## src/rtl/spi_mon_pkg.sv

```systemverilog
package spi_mon_pkg;
   localparam int BYTE_W = 8;
   localparam int OP_W   = 3;
   localparam int ADDR_W = 5;
   localparam int BANK_W = 2;

   typedef enum logic [OP_W-1:0] {
      OP_RD_CTRL = 3'b000,
      OP_RD_BUF  = 3'b001,
      OP_WR_CTRL = 3'b010,
      OP_WR_BUF  = 3'b011,
      OP_BIT_SET = 3'b100,
      OP_BIT_CLR = 3'b101,
      OP_UNUSED  = 3'b110,
      OP_SYS_RST = 3'b111
   } opcode_e;

   localparam logic [BYTE_W-1:0] HDR_RD_BUF = 8'h3A;
   localparam logic [BYTE_W-1:0] HDR_WR_BUF = 8'h7A;
   localparam logic [ADDR_W-1:0] BANK_REG   = 5'h1F;

   typedef struct packed {
      logic [OP_W-1:0]   code;
      logic [ADDR_W-1:0] addr;
      logic [BYTE_W-1:0] data;
      logic              e_unknown;
      logic              e_header;
      logic              e_length;
      logic              e_dummy;
      logic              e_reserved;
   } frame_result_t;

   typedef struct packed {
      logic              load;
      logic              set;
      logic              clr;
      logic              rst;
      logic [BANK_W-1:0] mask;
   } bank_req_t;

   function automatic logic is_mac_class(input logic [BANK_W-1:0] bank,
                                         input logic [ADDR_W-1:0] addr);
      case (bank)
         2'd2:    return addr inside {5'h00, [5'h02:5'h04], [5'h06:5'h0B],
                                      5'h12, 5'h14, [5'h16:5'h19]};
         2'd3:    return addr inside {[5'h00:5'h05], 5'h0A};
         default: return 1'b0;
      endcase
   endfunction

   function automatic logic is_reserved(input logic [BANK_W-1:0] bank,
                                        input logic [ADDR_W-1:0] addr);
      case (bank)
         2'd0:    return addr inside {[5'h18:5'h1A]};
         2'd1:    return addr inside {5'h12, 5'h13, 5'h16, 5'h17, 5'h1A};
         2'd2:    return addr inside {5'h01, 5'h05, [5'h0C:5'h11], 5'h13,
                                      5'h15, 5'h1A};
         default: return addr inside {[5'h0B:5'h11], 5'h13, 5'h14, 5'h16,
                                      5'h1A};
      endcase
   endfunction
endpackage

```

## src/rtl/spi_mon_sync.sv

```systemverilog
module spi_mon_sync #(
   parameter int               WIDTH   = 4,
   parameter int               STAGES  = 2,
   parameter logic [WIDTH-1:0] RST_VAL = '0
) (
   input  logic             clk,
   input  logic             rst_n,
   input  logic [WIDTH-1:0] d,
   output logic [WIDTH-1:0] q
);
   generate
      if (STAGES < 2) begin : g_bad_stages
         $error("spi_mon_sync needs at least two stages");
      end
      if (WIDTH < 1) begin : g_bad_width
         $error("spi_mon_sync width must be positive");
      end
   endgenerate

   logic [WIDTH-1:0] pipe [STAGES];

   generate
      for (genvar s = 0; s < STAGES; s++) begin : g_stage
         always_ff @(posedge clk or negedge rst_n) begin
            if (!rst_n) begin
               pipe[s] <= RST_VAL;
            end else if (s == 0) begin
               pipe[s] <= d;
            end else begin
               pipe[s] <= pipe[(s == 0) ? 0 : s-1];
            end
         end
      end
   endgenerate

   assign q = pipe[STAGES-1];
endmodule

```

## src/rtl/spi_mon_framer.sv

```systemverilog
module spi_mon_framer
   import spi_mon_pkg::*;
#(
   parameter int CNT_W = 8
) (
   input  logic              clk,
   input  logic              rst_n,
   input  logic              sck_s,
   input  logic              mosi_s,
   input  logic              miso_s,
   input  logic              cs_n_s,
   output logic              frame_end,
   output logic [BYTE_W-1:0] header_q,
   output logic [BYTE_W-1:0] mosi1_q,
   output logic [BYTE_W-1:0] miso1_q,
   output logic [BYTE_W-1:0] miso2_q,
   output logic [CNT_W-1:0]  byte_cnt_q
);
   localparam int               BIT_W   = $clog2(BYTE_W);
   localparam logic [BIT_W-1:0] BIT_END = BIT_W'(BYTE_W-1);
   localparam logic [CNT_W-1:0] CNT_MAX = '1;

   generate
      if (CNT_W < 2) begin : g_bad_cnt
         $error("spi_mon_framer count width must be at least 2");
      end
   endgenerate

   logic              sck_d, cs_d, active_q;
   logic [BIT_W-1:0]  bit_q;
   logic [BYTE_W-1:0] mo_sr, mi_sr;
   logic              sck_rise, cs_fall, cs_rise, shift_en, byte_done;
   logic [BYTE_W-1:0] mo_full, mi_full;

   assign sck_rise  = sck_s & ~sck_d;
   assign cs_fall   = ~cs_n_s & cs_d;
   assign cs_rise   = cs_n_s & ~cs_d;
   assign shift_en  = active_q & ~cs_n_s & sck_rise;
   assign byte_done = shift_en & (bit_q == BIT_END);
   assign mo_full   = {mo_sr[BYTE_W-2:0], mosi_s};
   assign mi_full   = {mi_sr[BYTE_W-2:0], miso_s};
   assign frame_end = cs_rise & active_q & (byte_cnt_q != '0);

   always_ff @(posedge clk or negedge rst_n) begin
      if (!rst_n) begin
         sck_d <= 1'b0;
         cs_d  <= 1'b1;
      end else begin
         sck_d <= sck_s;
         cs_d  <= cs_n_s;
      end
   end

   always_ff @(posedge clk or negedge rst_n) begin
      if (!rst_n) begin
         active_q <= 1'b0;
      end else if (cs_fall) begin
         active_q <= 1'b1;
      end else if (cs_rise) begin
         active_q <= 1'b0;
      end
   end

   always_ff @(posedge clk or negedge rst_n) begin
      if (!rst_n) begin
         bit_q <= '0;
         mo_sr <= '0;
         mi_sr <= '0;
      end else if (cs_fall) begin
         bit_q <= '0;
         mo_sr <= '0;
         mi_sr <= '0;
      end else if (shift_en) begin
         bit_q <= bit_q + 1'b1;
         mo_sr <= mo_full;
         mi_sr <= mi_full;
      end
   end

   always_ff @(posedge clk or negedge rst_n) begin
      if (!rst_n) begin
         byte_cnt_q <= '0;
         header_q   <= '0;
         mosi1_q    <= '0;
         miso1_q    <= '0;
         miso2_q    <= '0;
      end else if (cs_fall) begin
         byte_cnt_q <= '0;
         header_q   <= '0;
         mosi1_q    <= '0;
         miso1_q    <= '0;
         miso2_q    <= '0;
      end else if (byte_done) begin
         if (byte_cnt_q != CNT_MAX) begin
            byte_cnt_q <= byte_cnt_q + 1'b1;
         end
         if (byte_cnt_q == CNT_W'(0)) begin
            header_q <= mo_full;
         end
         if (byte_cnt_q == CNT_W'(1)) begin
            mosi1_q <= mo_full;
            miso1_q <= mi_full;
         end
         if (byte_cnt_q == CNT_W'(2)) begin
            miso2_q <= mi_full;
         end
      end
   end

   // the count moves only by one step or back to zero
   assert_cnt_step_R2: assert property (@(posedge clk) disable iff (!rst_n)
      (byte_cnt_q != $past(byte_cnt_q)) |->
         ((byte_cnt_q == $past(byte_cnt_q) + 1'b1) || (byte_cnt_q == '0)));

   // no frame end is reported without a frame in progress
   assert_end_in_frame_R1: assert property (@(posedge clk) disable iff (!rst_n)
      frame_end |=> !active_q);
endmodule

```

## src/rtl/spi_mon_decode.sv

```systemverilog
module spi_mon_decode
   import spi_mon_pkg::*;
#(
   parameter int CNT_W = 8
) (
   input  logic [BYTE_W-1:0] header,
   input  logic [BYTE_W-1:0] mosi1,
   input  logic [BYTE_W-1:0] miso1,
   input  logic [BYTE_W-1:0] miso2,
   input  logic [CNT_W-1:0]  byte_cnt,
   input  logic [BANK_W-1:0] bank,
   input  logic              bank_known,
   output frame_result_t     result,
   output bank_req_t         bank_req
);
   localparam logic [CNT_W-1:0] LEN1 = CNT_W'(1);
   localparam logic [CNT_W-1:0] LEN2 = CNT_W'(2);
   localparam logic [CNT_W-1:0] LEN3 = CNT_W'(3);

   opcode_e           op;
   logic [ADDR_W-1:0] addr;
   logic              reg_access, mac_reg, rsv_reg, to_bank_reg;

   assign op          = opcode_e'(header[BYTE_W-1 -: OP_W]);
   assign addr        = header[ADDR_W-1:0];
   assign mac_reg     = is_mac_class(bank, addr);
   assign rsv_reg     = is_reserved(bank, addr);
   assign to_bank_reg = (addr == BANK_REG);

   always_comb begin
      result            = '0;
      bank_req          = '0;
      reg_access        = 1'b0;
      result.code       = header[BYTE_W-1 -: OP_W];
      result.addr       = addr;
      bank_req.mask     = mosi1[BANK_W-1:0];
      unique case (op)
         OP_RD_CTRL: begin
            if ((byte_cnt == LEN2) || (byte_cnt == LEN3)) begin
               reg_access     = 1'b1;
               result.data    = (byte_cnt == LEN3) ? miso2 : miso1;
               result.e_dummy = bank_known & (mac_reg != (byte_cnt == LEN3));
            end else begin
               result.e_length = 1'b1;
            end
         end
         OP_RD_BUF: begin
            if (header != HDR_RD_BUF) result.e_header = 1'b1;
            else                      result.data     = miso1;
         end
         OP_WR_BUF: begin
            if (header != HDR_WR_BUF) result.e_header = 1'b1;
            else                      result.data     = mosi1;
         end
         OP_WR_CTRL, OP_BIT_SET, OP_BIT_CLR: begin
            if (byte_cnt == LEN2) begin
               reg_access   = 1'b1;
               result.data  = mosi1;
               bank_req.load = to_bank_reg & (op == OP_WR_CTRL);
               bank_req.set  = to_bank_reg & (op == OP_BIT_SET);
               bank_req.clr  = to_bank_reg & (op == OP_BIT_CLR);
            end else begin
               result.e_length = 1'b1;
            end
         end
         OP_SYS_RST: begin
            if (byte_cnt == LEN1) bank_req.rst     = 1'b1;
            else                  result.e_length = 1'b1;
         end
         default: begin
            result.e_unknown = 1'b1;
         end
      endcase
      result.e_reserved = reg_access & bank_known & rsv_reg;
   end
endmodule

```

## src/rtl/spi_mon_bank.sv

```systemverilog
module spi_mon_bank
   import spi_mon_pkg::*;
(
   input  logic              clk,
   input  logic              rst_n,
   input  logic              apply,
   input  bank_req_t         req,
   output logic [BANK_W-1:0] bank_q,
   output logic [BANK_W-1:0] known_q
);
   always_ff @(posedge clk or negedge rst_n) begin
      if (!rst_n) begin
         bank_q  <= '0;
         known_q <= '0;
      end else if (apply) begin
         if (req.rst) begin
            bank_q  <= '0;
            known_q <= '1;
         end else if (req.load) begin
            bank_q  <= req.mask;
            known_q <= '1;
         end else if (req.set) begin
            bank_q  <= bank_q | req.mask;
            known_q <= known_q | req.mask;
         end else if (req.clr) begin
            bank_q  <= bank_q & ~req.mask;
            known_q <= known_q | req.mask;
         end
      end
   end

   // a system reset leaves the bank at zero and fully known
   assert_rst_clears_R7: assert property (@(posedge clk) disable iff (!rst_n)
      (apply && req.rst) |=> ((bank_q == '0) && (known_q == '1)));

   // knowledge of a bank bit is never lost
   assert_known_sticky_R8: assert property (@(posedge clk) disable iff (!rst_n)
      (($past(known_q) & ~known_q) == '0));

   // without an apply strobe the shadow does not move
   assert_hold_no_apply_R5: assert property (@(posedge clk) disable iff (!rst_n)
      !$past(apply) |-> ($stable(bank_q) && $stable(known_q)));
endmodule

```

## src/rtl/spi_cmd_monitor.sv

```systemverilog
module spi_cmd_monitor
   import spi_mon_pkg::*;
#(
   parameter int SYNC_STAGES = 2,
   parameter int CNT_W       = 8
) (
   input  logic              clk,
   input  logic              rst_n,
   input  logic              spi_sck,
   input  logic              spi_mosi,
   input  logic              spi_miso,
   input  logic              spi_cs_n,
   output logic              frame_valid,
   output logic [OP_W-1:0]   cmd_code,
   output logic [ADDR_W-1:0] reg_addr,
   output logic [BANK_W-1:0] reg_bank,
   output logic              bank_known,
   output logic [BYTE_W-1:0] data_byte,
   output logic [CNT_W-1:0]  byte_count,
   output logic              err_unknown_op,
   output logic              err_bad_header,
   output logic              err_bad_length,
   output logic              err_dummy,
   output logic              err_reserved
);
   localparam int NUM_LINES = 4;

   generate
      if (SYNC_STAGES < 2) begin : g_bad_sync
         $error("spi_cmd_monitor needs two or more synchroniser stages");
      end
   endgenerate

   logic [NUM_LINES-1:0] lines_s;
   logic                 sck_s, mosi_s, miso_s, cs_n_s;
   logic                 frame_end;
   logic [BYTE_W-1:0]    header, mosi1, miso1, miso2;
   logic [CNT_W-1:0]     cnt;
   logic [BANK_W-1:0]    bank_q, known_q;
   frame_result_t        res;
   bank_req_t            req;

   spi_mon_sync #(
      .WIDTH  (NUM_LINES),
      .STAGES (SYNC_STAGES),
      .RST_VAL(4'b1000)
   ) u_sync (
      .clk  (clk),
      .rst_n(rst_n),
      .d    ({spi_cs_n, spi_sck, spi_mosi, spi_miso}),
      .q    (lines_s)
   );

   assign {cs_n_s, sck_s, mosi_s, miso_s} = lines_s;

   spi_mon_framer #(.CNT_W(CNT_W)) u_framer (
      .clk       (clk),
      .rst_n     (rst_n),
      .sck_s     (sck_s),
      .mosi_s    (mosi_s),
      .miso_s    (miso_s),
      .cs_n_s    (cs_n_s),
      .frame_end (frame_end),
      .header_q  (header),
      .mosi1_q   (mosi1),
      .miso1_q   (miso1),
      .miso2_q   (miso2),
      .byte_cnt_q(cnt)
   );

   spi_mon_decode #(.CNT_W(CNT_W)) u_decode (
      .header    (header),
      .mosi1     (mosi1),
      .miso1     (miso1),
      .miso2     (miso2),
      .byte_cnt  (cnt),
      .bank      (bank_q),
      .bank_known(&known_q),
      .result    (res),
      .bank_req  (req)
   );

   spi_mon_bank u_bank (
      .clk    (clk),
      .rst_n  (rst_n),
      .apply  (frame_end),
      .req    (req),
      .bank_q (bank_q),
      .known_q(known_q)
   );

   always_ff @(posedge clk or negedge rst_n) begin
      if (!rst_n) begin
         frame_valid <= 1'b0;
      end else begin
         frame_valid <= frame_end;
      end
   end

   always_ff @(posedge clk or negedge rst_n) begin
      if (!rst_n) begin
         cmd_code       <= '0;
         reg_addr       <= '0;
         reg_bank       <= '0;
         bank_known     <= 1'b0;
         data_byte      <= '0;
         byte_count     <= '0;
         err_unknown_op <= 1'b0;
         err_bad_header <= 1'b0;
         err_bad_length <= 1'b0;
         err_dummy      <= 1'b0;
         err_reserved   <= 1'b0;
      end else if (frame_end) begin
         cmd_code       <= res.code;
         reg_addr       <= res.addr;
         reg_bank       <= bank_q;
         bank_known     <= &known_q;
         data_byte      <= res.data;
         byte_count     <= cnt;
         err_unknown_op <= res.e_unknown;
         err_bad_header <= res.e_header;
         err_bad_length <= res.e_length;
         err_dummy      <= res.e_dummy;
         err_reserved   <= res.e_reserved;
      end
   end

   // the result strobe is a single cycle
   assert_one_cycle_R1: assert property (@(posedge clk) disable iff (!rst_n)
      frame_valid |=> !frame_valid);

   // an unknown code carries no other error
   assert_unknown_alone_R3: assert property (@(posedge clk) disable iff (!rst_n)
      (frame_valid && err_unknown_op) |->
         !(err_bad_header || err_bad_length || err_dummy || err_reserved));

   // header errors only belong to buffer codes
   assert_header_op_R4: assert property (@(posedge clk) disable iff (!rst_n)
      (frame_valid && err_bad_header) |-> (cmd_code[OP_W-1] == 1'b0 && cmd_code[0]));

   // a dummy-byte error needs a known bank and a legal read length
   assert_dummy_known_R9: assert property (@(posedge clk) disable iff (!rst_n)
      (frame_valid && err_dummy) |-> (bank_known && !err_bad_length));

   // results only change alongside the strobe
   assert_hold_R12: assert property (@(posedge clk) disable iff (!rst_n)
      !frame_valid |-> ($stable(reg_addr) && $stable(data_byte) && $stable(reg_bank)));
endmodule

```

## config.mk

```make
export PLATFORM = sky130hd
export DESIGN_NAME = spi_cmd_monitor
export DESIGN_NICKNAME = d
export VERILOG_FILES = /design/src/rtl/spi_mon_pkg.sv /design/src/rtl/spi_mon_sync.sv /design/src/rtl/spi_mon_framer.sv /design/src/rtl/spi_mon_decode.sv /design/src/rtl/spi_mon_bank.sv /design/src/rtl/spi_cmd_monitor.sv
export SDC_FILE = /design/constraint.sdc
export NUM_CORES = 1
export LEC_CHECK = 0
export BUFFER_PORTS_ARGS = -buffer_cell sky130_fd_sc_hd__buf_2
export CORE_AREA = 2 2 107 109
export DETAILED_ROUTE_END_ITERATION = 8
export DIE_AREA = 0 0 109 111
export GPL_ROUTABILITY_DRIVEN = 1
export MAX_ROUTING_LAYER = met4
export PLACE_DENSITY = 0.68
export SYNTH_ARGS = -nofsm -noshare
export SYNTH_HDL_FRONTEND = slang
export SYNTH_HIERARCHICAL = 1
export SYNTH_SLANG_ARGS = --single-unit
```

## constraint.sdc

```tcl
create_clock -name clk -period 2.4 [get_ports clk]
set_input_delay 0.36 -clock clk [delete_from_list [all_inputs] [get_ports clk]]
set_output_delay 0.36 -clock clk [all_outputs]
set_load 0.005 [all_outputs]
```

=== Word level (Yosys, flattened, before mapping) ===
Cells that the tools add are included.
Widths: inputs -> output; s select.

* Bits in read-only memories: 0
* Output and inout port bits: 33
* Memory bits (writable): 0
* Bits in latches: 0
* Logic and storage cells: 181
* Memories: 0
* Flip-flop bits (word level): 105

* Shift-type cells: 0
* Multiplexer cells: 56
* Order comparisons: 13
* $add $sub $neg: 2
* Multiply operators: 0
* Bitwise gates (word level): 21
* Div/mod/pow operators: 0
* Reduce and logical (&&, ||, !) cells: 34
* Equality and inequality tests: 28

{| class="wikitable"
|+ Operators by type and width
! kind !! count
|-
| $mux 8 || 20
|-
| $eq 5x5->1 const B || 8
|-
| $pmux 8 s4 || 1
|-
| $mux 7 || 4
|-
| $eq 8x2->1 const B || 2
|-
| $mux 2 || 8
|-
| $reduce_bool 2->1 || 8
|-
| $le 5x5->1 const B || 3
|-
| $and 1x1->1 || 14
|-
| $mux 1 || 14
|-
| $eq 3x3->1 const B || 4
|-
| $mux 3 || 4
|-
| $reduce_and 2->1 || 6
|-
| $reduce_bool 6->1 || 2
|-
| $ge 5x4->1 const B || 2
|-
| $ge 5x5->1 const B || 2
|-
| $le 5x3->1 const B || 2
|-
| $reduce_bool 5->1 || 2
|-
| $add 8x1->8 const B || 1
|-
| $eq 8x1->1 const B || 1
|-
| $logic_not 8->1 || 1
|-
| $ne 8x6->1 const B || 1
|-
| $ne 8x7->1 const B || 1
|-
| $ne 8x8->1 const B || 1
|-
| other kinds (28) || 42
|}

=== Longest topological paths before layout ===
Gate-level depths: netlist (run 1).

* Depth in word-level cells: 8
* Mapped depth: 8

=== Cells and area by module ===
Netlist (run 1), hierarchy kept.

{| class="wikitable"
|+ By module, submodules not included
! module !! cells each !! instances !! area each (µm²)
|-
| spi_mon_framer || 241 || 1 || 2,651.3
|-
| spi_cmd_monitor || 70 || 1 || 1,376.3
|-
| spi_mon_decode || 124 || 1 || 864.6
|-
| spi_mon_sync || 12 || 1 || 232.7
|-
| spi_mon_bank || 16 || 1 || 180.2
|}

=== Worst setup path before layout (run 1) ===
OpenSTA, ideal clock, no wires.

* Path kind: register -> register
* From: reg u_framer.byte_cnt_q[0]
* To: reg bank_known
* Data required time: 2,275 ps
* Arrival: 1,807 ps
* Path slack: 468 ps
* Cell stages (with the launch flop): 7
* Buffers on the path: 2
* Clock period less this slack: 1,932 ps
* Setup time: 125 ps
* Path through: dfrtp_1 > inv_1 > ha_1 > a31oi_1 > buf_6 > buf_12 > mux2_4

* Word-level cells in the longest chain between the ends: 2

{| class="wikitable"
|+ RTL lines
! element !! RTL line !! RTL
|-
| start, declared || spi_mon_framer.sv:17 || <nowiki>output logic [CNT_W-1:0] byte_cnt_q</nowiki>
|-
| start signal, assigned || spi_mon_framer.sv:95 || <nowiki>byte_cnt_q <= byte_cnt_q + 1'b1;</nowiki>
|-
| $reduce_bool 8->1 || spi_mon_framer.sv:42 || <nowiki>assign frame_end = cs_rise & active_q & (byte_cnt_q != '0);</nowiki>
|-
| $and 1x1->1 || spi_mon_framer.sv:42 ||
|-
| named net frame_end || spi_cmd_monitor.sv:36 || <nowiki>logic frame_end;</nowiki>
|-
| end signal, assigned || spi_cmd_monitor.sv:117 || <nowiki>bank_known <= &known_q;</nowiki>
|-
| end, declared || spi_cmd_monitor.sv:17 || <nowiki>output logic bank_known,</nowiki>
|}

The timed path passes the listed nets, and every way through them passes these cells.
A chain may end at the register's enable or synchronous reset.

=== Final worst setup path (run 1) ===
* From: reg u_framer.byte_cnt_q[4]
* To: reg data_byte[2]

{| class="wikitable"
|+ RTL lines
! element !! RTL line !! RTL
|-
| $reduce_bool 8->1 || spi_mon_framer.sv:42 ||
|-
| $and 1x1->1 || spi_mon_framer.sv:42 ||
|-
| named net frame_end || spi_cmd_monitor.sv:36 ||
|-
| end signal, assigned || spi_cmd_monitor.sv:118 || <nowiki>data_byte <= res.data;</nowiki>
|-
| end, declared || spi_cmd_monitor.sv:18 || <nowiki>output logic [BYTE_W-1:0] data_byte,</nowiki>
|}

The timed path passes the listed nets, and every way through them passes these cells.

==> impl_metrics.ini, run 1 <==
[status]
outcome = finished, violations left
violations = hold timing

[timing]
fin_crit_sh_pct = 86.96
setup_violations = 0
finalHoldViolCount = 9
worst_slack_ns = 0.3130
setup_tns_ns = 0
grt_setup_unrepaired = false
holdWs_ns = -0.009036
finClkSkew_ns = 0.004546
slew_violations = 0
fmax_mhz = 479.2
worst_pin_slew_ns = 0.6268
min_period_ns = 2.087
relSlewSlack_pct = 58.21

[yosys]
yosysWarnings = 6
synth.avg_cell_area_sq_um = 11.46
synth_top_area_share_pct = 48.11
seq_area_frac_synth_pct = 49.60
synth_area_leader_cell = dfrtp_1
syn_area_sq_um = 5305
synthArstFlopShare_pct = 100.0
ys_seq_elements = 105
synth_area_leaders = dfrtp_1 48%, mux2_4 8.5%, mux2i_1 6.6%
synthFlopType = dfrtp_1
postSynthCellCount = 463
synth_edf_count = 0
synth_nets = 477
synth_cell_types = 56

[cells_and_area]
final_cell_mix = 102 x dfrtp_1, 58 x nand2_1, 47 x nor2_1
areaGrowthSynthToFinish_pct = 9.245
drive_gt1_share_pct = 26.84
finalInstanceArea_sq_um = 5796
insertedDiodeCount = 0
layout.cells.most_common = dfrtp_1
final_net_count = 499

[global_routing]
grt_max_degree = 40
globalRouteTotalUtil_pct = 18.87
grt-ovfl-total = 0
grt_pass1_vias = 3430
grt_pass1_wl_microns = 17430
antenna_found_initial = 0

[critical_path]
rrSetupSlack_ns = 0.31
crit_path_end_kind = flip-flop
setup.worst_path.start = u_framer/byte_cnt_q[4]$_DFFE_PN0P_
critPathMaxStageDelay_ns = 0.57
worst-setup-path-type = reg2reg
crit_chain = nor4_4 > a31oi_4 > buf_4 > mux2_4
start_kind = flip-flop
critical_path.top_delay_family = simple AND/OR/NAND/NOR gates
crit_required_ns = 2.63
cp-endpoint = data_byte[2]$_DFFE_PN0P_
critPathArrivalTime_ns = 2.32
r2r-start = u_framer/byte_cnt_q[4]$_DFFE_PN0P_
crit_fanout = 38
cp_slowest_cell = nor4_4
path_buf_inv = 1
cp.depth = 4
rr_worst_depth = 4
r2r_end = data_byte[2]$_DFFE_PN0P_

[floorplanning]
core_area_sq_um = 11080
die-height_microns = 111
io_pins = 39
row_count = 39
die_area_sq_um = 12100
die_w_microns = 109
start_util_pct = 47.89

[power]
internal_power_mw = 2.553
swShare_pct = 21.23
netSwitchingPower_mw = 0.6879
pwr-share-comb_pct = 2.6
peakVddDrop_v = 0.0002747
p_seq_share_pct = 55.4
p_leak_nw = 3.007
power_frac_clock_pct = 42.0
power_density_nw_per_um2 = 559.1
power_mw = 3.240

[clock_network]
cts_made_buffers = 9
cts_root_buf = clkbuf_16
ctsLongestPathBuffers = 2
h-tree-depth = 3
cts_tree = done
cts.clk_slew.worst_paths_ns = 0.06
cts_sinks = 105
cts_setup_buffers = 0
cts_hold_buf = 0
post_cts_resized = 0
clk-insertion-delay-late_ns = 0.35

[placed_design]
port_buffers = 38
place.gp.congestion = 0.7520
dpl.hpwl_microns = 6911
dpl_worst_slack_ns = 0.3234
place_area_sq_um = 5525

[hold_path]
hp-class = in2async

[drt]
first_iter_violations = 181
detail_route.vias_per_cell = 5.528
first_pass_iters = 4
wl_per_cell_microns = 16.34
drc_errors = 0
ant_nets = 0
wl_microns = 10310
vias = 3488

[job]
maxCapViolCount = 0
[power by group through the flow]
stage          clock network [mW]  registers, mW  logic, mW
2_1_floorplan                   0           1.83     0.0357
3_3_place_gp                    0           1.83     0.0856
3_5_place_dp                    0           1.83     0.0876
4_1_cts                      1.39           1.80     0.0877
5_1_grt                      1.47           1.80     0.0963
6_report                     1.36           1.80     0.0837
[stage by stage]
stage / std cells / utilization (%)
floorplan: 463 / -
global placement: 617 / 49.88
detailed placement: 617 / 49.88
CTS: 631 / 52.32
global route: 631 / 52.32
finish: 631 / 52.32
[worst register-to-register path, stage by stage (launching register included)]
cell and delay (ns):
dfrtp_1 0.52, nor4_4 0.57, a31oi_4 0.13, buf_4 0.34
mux2_4 0.41
[kinds of logic after synthesis]
family / after synthesis / synth area share [%]
flip-flops: 105 / 49.60
adder cells (fa/ha/maj): 9 / 2.099
multiplexers: 84 / 19.13
AO/OA/AOI/OAI: 62 / 7.641
AND/OR/NAND/NOR: 152 / 15.09
buffers and inverters: 47 / 5.778
XOR/XNOR: 4 / 0.6605
[cell type report]
| cell class | instances | area (sq um) |
|---|---|---|
| Fill cell | 955 | 5281 |
| Inverter | 10 | 37.54 |
| Clock inverter | 3 | 17.52 |
| Clock buffer | 11 | 252.7 |
| Multi-Input combinational cell | 311 | 2385 |
| Timing Repair Buffer | 48 | 292.8 |
| Tap cell | 143 | 178.9 |
| Sequential cell | 105 | 2631 |
[layer usage]
layer	GRT usage (%)	share of wire (%)	up-vias
met5	-	0	-
met4	6.154	1.5	0
met3	2.822	3.2	11
met2	29.73	50	61
met1	25.00	46	1759
li1	-	-	1657
[flip-flops by register name (all words and copies together), names as in the netlist, 2 cells and up]
name and flops:
u_framer/bit_q 3, u_framer/mo_sr 7, u_bank/known_q 2, u_framer/miso2_q 8, u_sync/pipe 4, u_framer/miso1_q 8, u_framer/byte_cnt_q 8, reg_addr 5
u_sync/q 4, u_bank/bank_q 2, u_framer/header_q 8, byte_count 8, data_byte 8, u_framer/mosi1_q 8, reg_bank 2, u_framer/mi_sr 7
cmd_code 3
[synth_stat cells (3+ instances only)]
cell        n
nand3_1     5
nand2_1    58
o31ai_1     3
or3_1       3
nor2_1     47
nor4_4      3
nand4_1     5
clkbuf_1    9
inv_1       9
dfstp_2     3
ha_1        8
and2_1      5
buf_2       8
a31oi_1     4
xnor2_1     3
buf_4      15
dfrtp_1   102
mux2i_1    35
and3_1      3
nand3b_1    3
mux2_2     19
a21oi_1    26
a22oi_1     9
nand4b_1    4
o21ai_0     7
buf_12      3
mux2_4     30
[worst min-delay path by stage]
stage	startpoint	endpoint	cells after the start
final	rst_n	u_sync/pipe[6]$_DFF_PN0_	1
after global routing	rst_n	u_sync/pipe[4]$_DFF_PN0_	1
after CTS	rst_n	u_sync/pipe[4]$_DFF_PN0_	1
after detailed placement	u_sync/pipe[5]$_DFF_PN0_	u_sync/q[1]$_DFF_PN0_	0
after global placement	u_sync/pipe[5]$_DFF_PN0_	u_sync/q[1]$_DFF_PN0_	0
after floorplan	rst_n	bank_known$_DFFE_PN0P_	0
No activity file was read; power rests on OpenSTA's default activity.
==> run 2, diff against run 1 <==
--- a/config.mk
+++ b/config.mk
@@ -6,12 +6,15 @@
 export NUM_CORES = 1
 export LEC_CHECK = 0
 export BUFFER_PORTS_ARGS = -buffer_cell sky130_fd_sc_hd__buf_2
-export CORE_AREA = 2 2 107 109
+export CAP_MARGIN = 15
+export CELL_PAD_IN_SITES_DETAIL_PLACEMENT = 0
+export CELL_PAD_IN_SITES_GLOBAL_PLACEMENT = 1
+export CORE_AREA = 2 2 108 110
 export DETAILED_ROUTE_END_ITERATION = 8
-export DIE_AREA = 0 0 109 111
+export DIE_AREA = 0 0 110 112
 export GPL_ROUTABILITY_DRIVEN = 1
 export MAX_ROUTING_LAYER = met4
-export PLACE_DENSITY = 0.68
+export PLACE_DENSITY = 0.79
 export SYNTH_ARGS = -nofsm -noshare
 export SYNTH_HDL_FRONTEND = slang
 export SYNTH_HIERARCHICAL = 1
==> run 2 against run 1 <==
  * The run now ends clean
  * Hold slack improved by 0.014 ns
  * Combinational power barely moved
  * Critical path depth rose by 3
  * Die area rose by 1.8%
  * Utilization fell by 0.14 points
==> impl_metrics.ini, run 2 (same netlist as run 1, synthesis figures left out) <==
[cells_and_area]
insertedDiodeCount = 0
finalInstanceArea_sq_um = 5831
fillers = 1026
areaGrowthSynthToFinish_pct = 9.906
drive_gt1_share_pct = 27.24
fin_cells = 635
final_util_pct = 52.18
layout.cells.most_common = dfrtp_1
final_net_count = 502
final_cell_mix = 102 x dfrtp_1, 58 x nand2_1, 47 x nor2_1

[hold_path]
hp-class = in2async

[drt]
first_pass_iters = 4
first_iter_violations = 193
detail_route.vias_per_cell = 5.455
vias = 3464
ant_nets = 0
wl_microns = 10680
drc_errors = 0
wl_per_cell_microns = 16.82

[floorplanning]
io_pins = 39
core_area_sq_um = 11170
die_area_sq_um = 12320
die_w_microns = 110
row_count = 39
start_util_pct = 47.48
die-height_microns = 112

[clock_network]
cts_setup_buffers = 0
post_cts_resized = 0
cts_made_buffers = 9
cts_root_buf = clkbuf_16
cts.clk_slew.worst_paths_ns = 0.07
cts_tree = done
cts_hold_buf = 0
h-tree-depth = 3
ctsLongestPathBuffers = 2
clk-insertion-delay-late_ns = 0.34
cts_sinks = 105

[critical_path]
crit_required_ns = 2.63
crit_path_end_kind = flip-flop
cp_slowest_cell = dfrtp_1
critPathMaxStageDelay_ns = 0.51
path_buf_inv = 0
crit_fanout = 9
crit_chain = nor4_4 > nand4b_1 > nor3_1 > and4bb_1 > o211ai_1 > nand3_1 > nand2_1
critical_path.top_delay_family = simple AND/OR/NAND/NOR gates
worst-setup-path-type = reg2reg
start_kind = flip-flop
critPathArrivalTime_ns = 2.36

[placed_design]
place.gp.congestion = 0.8348
port_buffers = 38
dpl_worst_slack_ns = 0.3022
dpl.hpwl_microns = 7191
place_area_sq_um = 5548
dpl.cell_count = 620

[timing]
setup_violations = 0
relSlewSlack_pct = 52.04
slew_violations = 0
finalHoldViolCount = 0
setup_tns_ns = 0
finClkSkew_ns = 0.008251
fin_crit_sh_pct = 88.85
worst_pin_slew_ns = 0.7194
grt_setup_unrepaired = false
holdWs_ns = 0.004523
fmax_mhz = 468.9
worst_slack_ns = 0.2675
min_period_ns = 2.133

[global_routing]
grt_pass1_wl_microns = 18010
grt-ovfl-total = 0
antenna_found_initial = 0
grt_max_degree = 41
globalRouteTotalUtil_pct = 19.36
grt_pass1_vias = 3375

[power]
power_mw = 3.297
power_density_nw_per_um2 = 565.4
p_leak_nw = 3.026
peakVddDrop_v = 0.0003299

[status]
outcome = finished clean

[job]
maxCapViolCount = 0
[run 2: changes by cell type in the layout (fill, tap and decap cells not counted)]
| cell | change |
|---|---|
| buf_4 | +3 |
| clkbuf_1 | +1 |
| clkbuf_8 | +1 |
| clkinv_2 | -1 |
[run 2: worst paths after layout]
path,start,endpoint,slack [ns],depth (start not counted)
worst min register to register,u_sync/pipe[6]$_DFF_PN0_,u_sync/q[2]$_DFF_PN0_,0.35,0
worst max register to register,u_framer/byte_cnt_q[3]$_DFFE_PN0P_,u_bank/bank_q[0]$_DFFE_PN0P_,0.27,7
min in group clk,spi_cs_n,u_sync/pipe[7]$_DFF_PN1_,0.11,1
max in group asynchronous,rst_n,u_framer/cs_d$_DFF_PN1_,1.76,2
worst min-delay path,rst_n,u_sync/pipe[4]$_DFF_PN0_,0.005,1
worst max-delay path,u_framer/byte_cnt_q[3]$_DFFE_PN0P_,u_bank/bank_q[0]$_DFFE_PN0P_,0.27,7
[run 2: layout make-up]
class                           instances  area [sq um]  share of cell area, %
Timing Repair Buffer                   51         315.3                  5.408
Inverter                               10         37.54                 0.6438
Multi-Input combinational cell        311          2385                  40.90
Tap cell                              143         178.9                  3.069
Clock buffer                           13         270.3                  4.635
Clock inverter                          2         12.51                 0.2146
Sequential cell                       105          2631                  45.13
[run 2: where the power goes]
part           total [mW]  internal [mW]  switching [mW]
clock network        1.42          0.783           0.634
registers            1.80           1.79          0.0108
logic              0.0840         0.0212          0.0628
[run 2: worst register-to-register path, stage by stage (launching register included)]
cell and delay (ns):
dfrtp_1 0.51, nor4_4 0.40, nand4b_1 0.20, nor3_1 0.29
and4bb_1 0.29, o211ai_1 0.15, nand3_1 0.13, nand2_1 0.05
[run 2: layer usage]
layer,GRT usage [%],routed length [microns],up-vias
met5,-,0,-
met3,3.864,363,4
met1,26.64,5023,1748
met4,5.316,84,0
li1,-,-,1653
met2,29.12,5209,59
==> run 3, diff against run 2 <==
--- a/config.mk
+++ b/config.mk
@@ -9,12 +9,12 @@
 export CAP_MARGIN = 15
 export CELL_PAD_IN_SITES_DETAIL_PLACEMENT = 0
 export CELL_PAD_IN_SITES_GLOBAL_PLACEMENT = 1
-export CORE_AREA = 2 2 108 110
+export CORE_AREA = 2 2 136 138
 export DETAILED_ROUTE_END_ITERATION = 8
-export DIE_AREA = 0 0 110 112
+export DIE_AREA = 0 0 138 140
 export GPL_ROUTABILITY_DRIVEN = 1
 export MAX_ROUTING_LAYER = met4
-export PLACE_DENSITY = 0.79
+export PLACE_DENSITY = 0.54
 export SYNTH_ARGS = -nofsm -noshare
 export SYNTH_HDL_FRONTEND = slang
 export SYNTH_HIERARCHICAL = 1
==> run 3 against run 2 <==
  * First-iteration DRC count down 14%
  * Combinational power grew 4.0%
  * Critical path type unchanged
  * Utilization fell by 19 points
  * Sequential cell count stayed put
  * Sequential power about the same
==> impl_metrics.ini, run 3 (same netlist as run 1, synthesis figures left out) <==
[clock_network]
cts_hold_buf = 1
cts_sinks = 105
cts_tree = done
cts_root_buf = clkbuf_16
cts_setup_buffers = 0
cts.clk_slew.worst_paths_ns = 0.07
cts_made_buffers = 9
h-tree-depth = 3
clk-insertion-delay-late_ns = 0.35
post_cts_resized = 0
ctsLongestPathBuffers = 2

[power]
pwr-share-comb_pct = 2.6
power_density_nw_per_um2 = 559.4
p_leak_nw = 3.024
swShare_pct = 21.48
peakVddDrop_v = 0.0002664
internal_power_mw = 2.611
netSwitchingPower_mw = 0.7143
power_mw = 3.325
power_frac_clock_pct = 43.3
p_seq_share_pct = 54.0

[drt]
wl_per_cell_microns = 16.21
drc_errors = 0
detail_route.vias_per_cell = 4.810
first_iter_violations = 166
wl_microns = 11700
vias = 3473
first_pass_iters = 4
ant_nets = 0

[job]
maxCapViolCount = 0

[timing]
slew_violations = 0
finClkSkew_ns = 0.006809
setup_violations = 0
grt_setup_unrepaired = false
fin_crit_sh_pct = 92.24
fmax_mhz = 451.7
relSlewSlack_pct = 62.87
finalHoldViolCount = 0
min_period_ns = 2.214
setup_tns_ns = 0
worst_pin_slew_ns = 0.5549

[floorplanning]
core_area_sq_um = 17780
row_count = 49
die_w_microns = 138
die-height_microns = 140
start_util_pct = 29.84
die_area_sq_um = 19320
io_pins = 39

[status]
outcome = finished clean

[placed_design]
port_buffers = 38
dpl.hpwl_microns = 7790
place.gp.congestion = 0.7759
dpl.cell_count = 706

[hold_path]
hp-class = in2reg
min_path_cells = 1

[cells_and_area]
drive_gt1_share_pct = 26.77
layout.cells.most_common = dfrtp_1
final_cell_mix = 102 x dfrtp_1, 58 x nand2_1, 47 x nor2_1
insertedDiodeCount = 0
areaGrowthSynthToFinish_pct = 12.05
fin_cells = 722
final_net_count = 503
fillers = 1788

[critical_path]
worst-setup-path-type = reg2reg
crit_required_ns = 2.64
crit_path_end_kind = flip-flop
crit_fanout = 9
start_kind = flip-flop
rr_worst_depth = 7
critPathArrivalTime_ns = 2.45

[global_routing]
grt_max_degree = 47
globalRouteTotalUtil_pct = 13.13
grt_pass1_wl_microns = 19580
grt_pass1_vias = 3637
grt-ovfl-total = 0
antenna_found_initial = 0
-- run 3: path summary, 6_finish.rpt --
kind / slack [ns] / endpoint / startpoint
min reg2reg: 0.36 / u_sync/q[0]$_DFF_PN0_ / u_sync/pipe[4]$_DFF_PN0_
min: 0.10 / u_sync/pipe[7]$_DFF_PN1_ / spi_cs_n
max in group asynchronous: 1.37 / data_byte[1]$_DFFE_PN0P_ / rst_n
max reg2reg: 0.19 / u_bank/bank_q[0]$_DFFE_PN0P_ / u_framer/byte_cnt_q[3]$_DFFE_PN0P_
max: 0.19 / u_bank/bank_q[0]$_DFFE_PN0P_ / u_framer/byte_cnt_q[3]$_DFFE_PN0P_
min in group asynchronous: 0.44 / u_sync/pipe[6]$_DFF_PN0_ / rst_n
-- run 3: stage by stage --
stage,setup slack (ns),hold slack [ns],cell area (sq um),util [%]
floorplan,0.4682,0.06441,5305,-
global placement,0.2274,0.2700,5655,31.81
detailed placement,0.2050,0.2708,5655,31.81
CTS,0.1803,0.08126,5944,33.43
global route,0.1119,0.08449,5944,33.43
finish,0.1864,0.1042,5944,33.43
-- run 3: final cells by class --
class                   count  area (sq um)  share of cell area [%]
multi-input cells         311          2385                   40.12
clock buffers              12         236.5                   3.978
flip-flops and latches    105          2631                   44.26
inverters                  10         37.54                  0.6314
repair buffers             52         325.3                   5.473
clock inverters             3         42.54                  0.7156
well taps                 229         286.5                   4.820
-- run 3: power groups by stage --
| stage | registers, mW | clock network, mW | logic (mW) |
|---|---|---|---|
| CTS | 1.80 | 1.51 | 0.0924 |
| detailed placement | 1.83 | 0 | 0.0912 |
| global route | 1.80 | 1.58 | 0.101 |
| finish | 1.80 | 1.44 | 0.0874 |
| floorplan | 1.83 | 0 | 0.0357 |
| global placement | 1.83 | 0 | 0.0894 |
-- run 3: metal layers --
metal / part of all wire, % / wire length [microns] / global-route usage (%)
met5: 0 / 0 / -
met2: 46 / 5425 / 20.32
met1: 49 / 5739 / 16.89
met3: 2.2 / 257 / 1.915
met4: 2.4 / 280 / 6.606
-- run 3: worst max-delay path, stage by stage (launching register included) --
cell      delay (ns)
dfrtp_1         0.52
nor4_4          0.40
nand4b_1        0.25
nor3_1          0.35
and4bb_1        0.28
o211ai_1        0.14
nand3_1         0.11
nand2_1         0.06
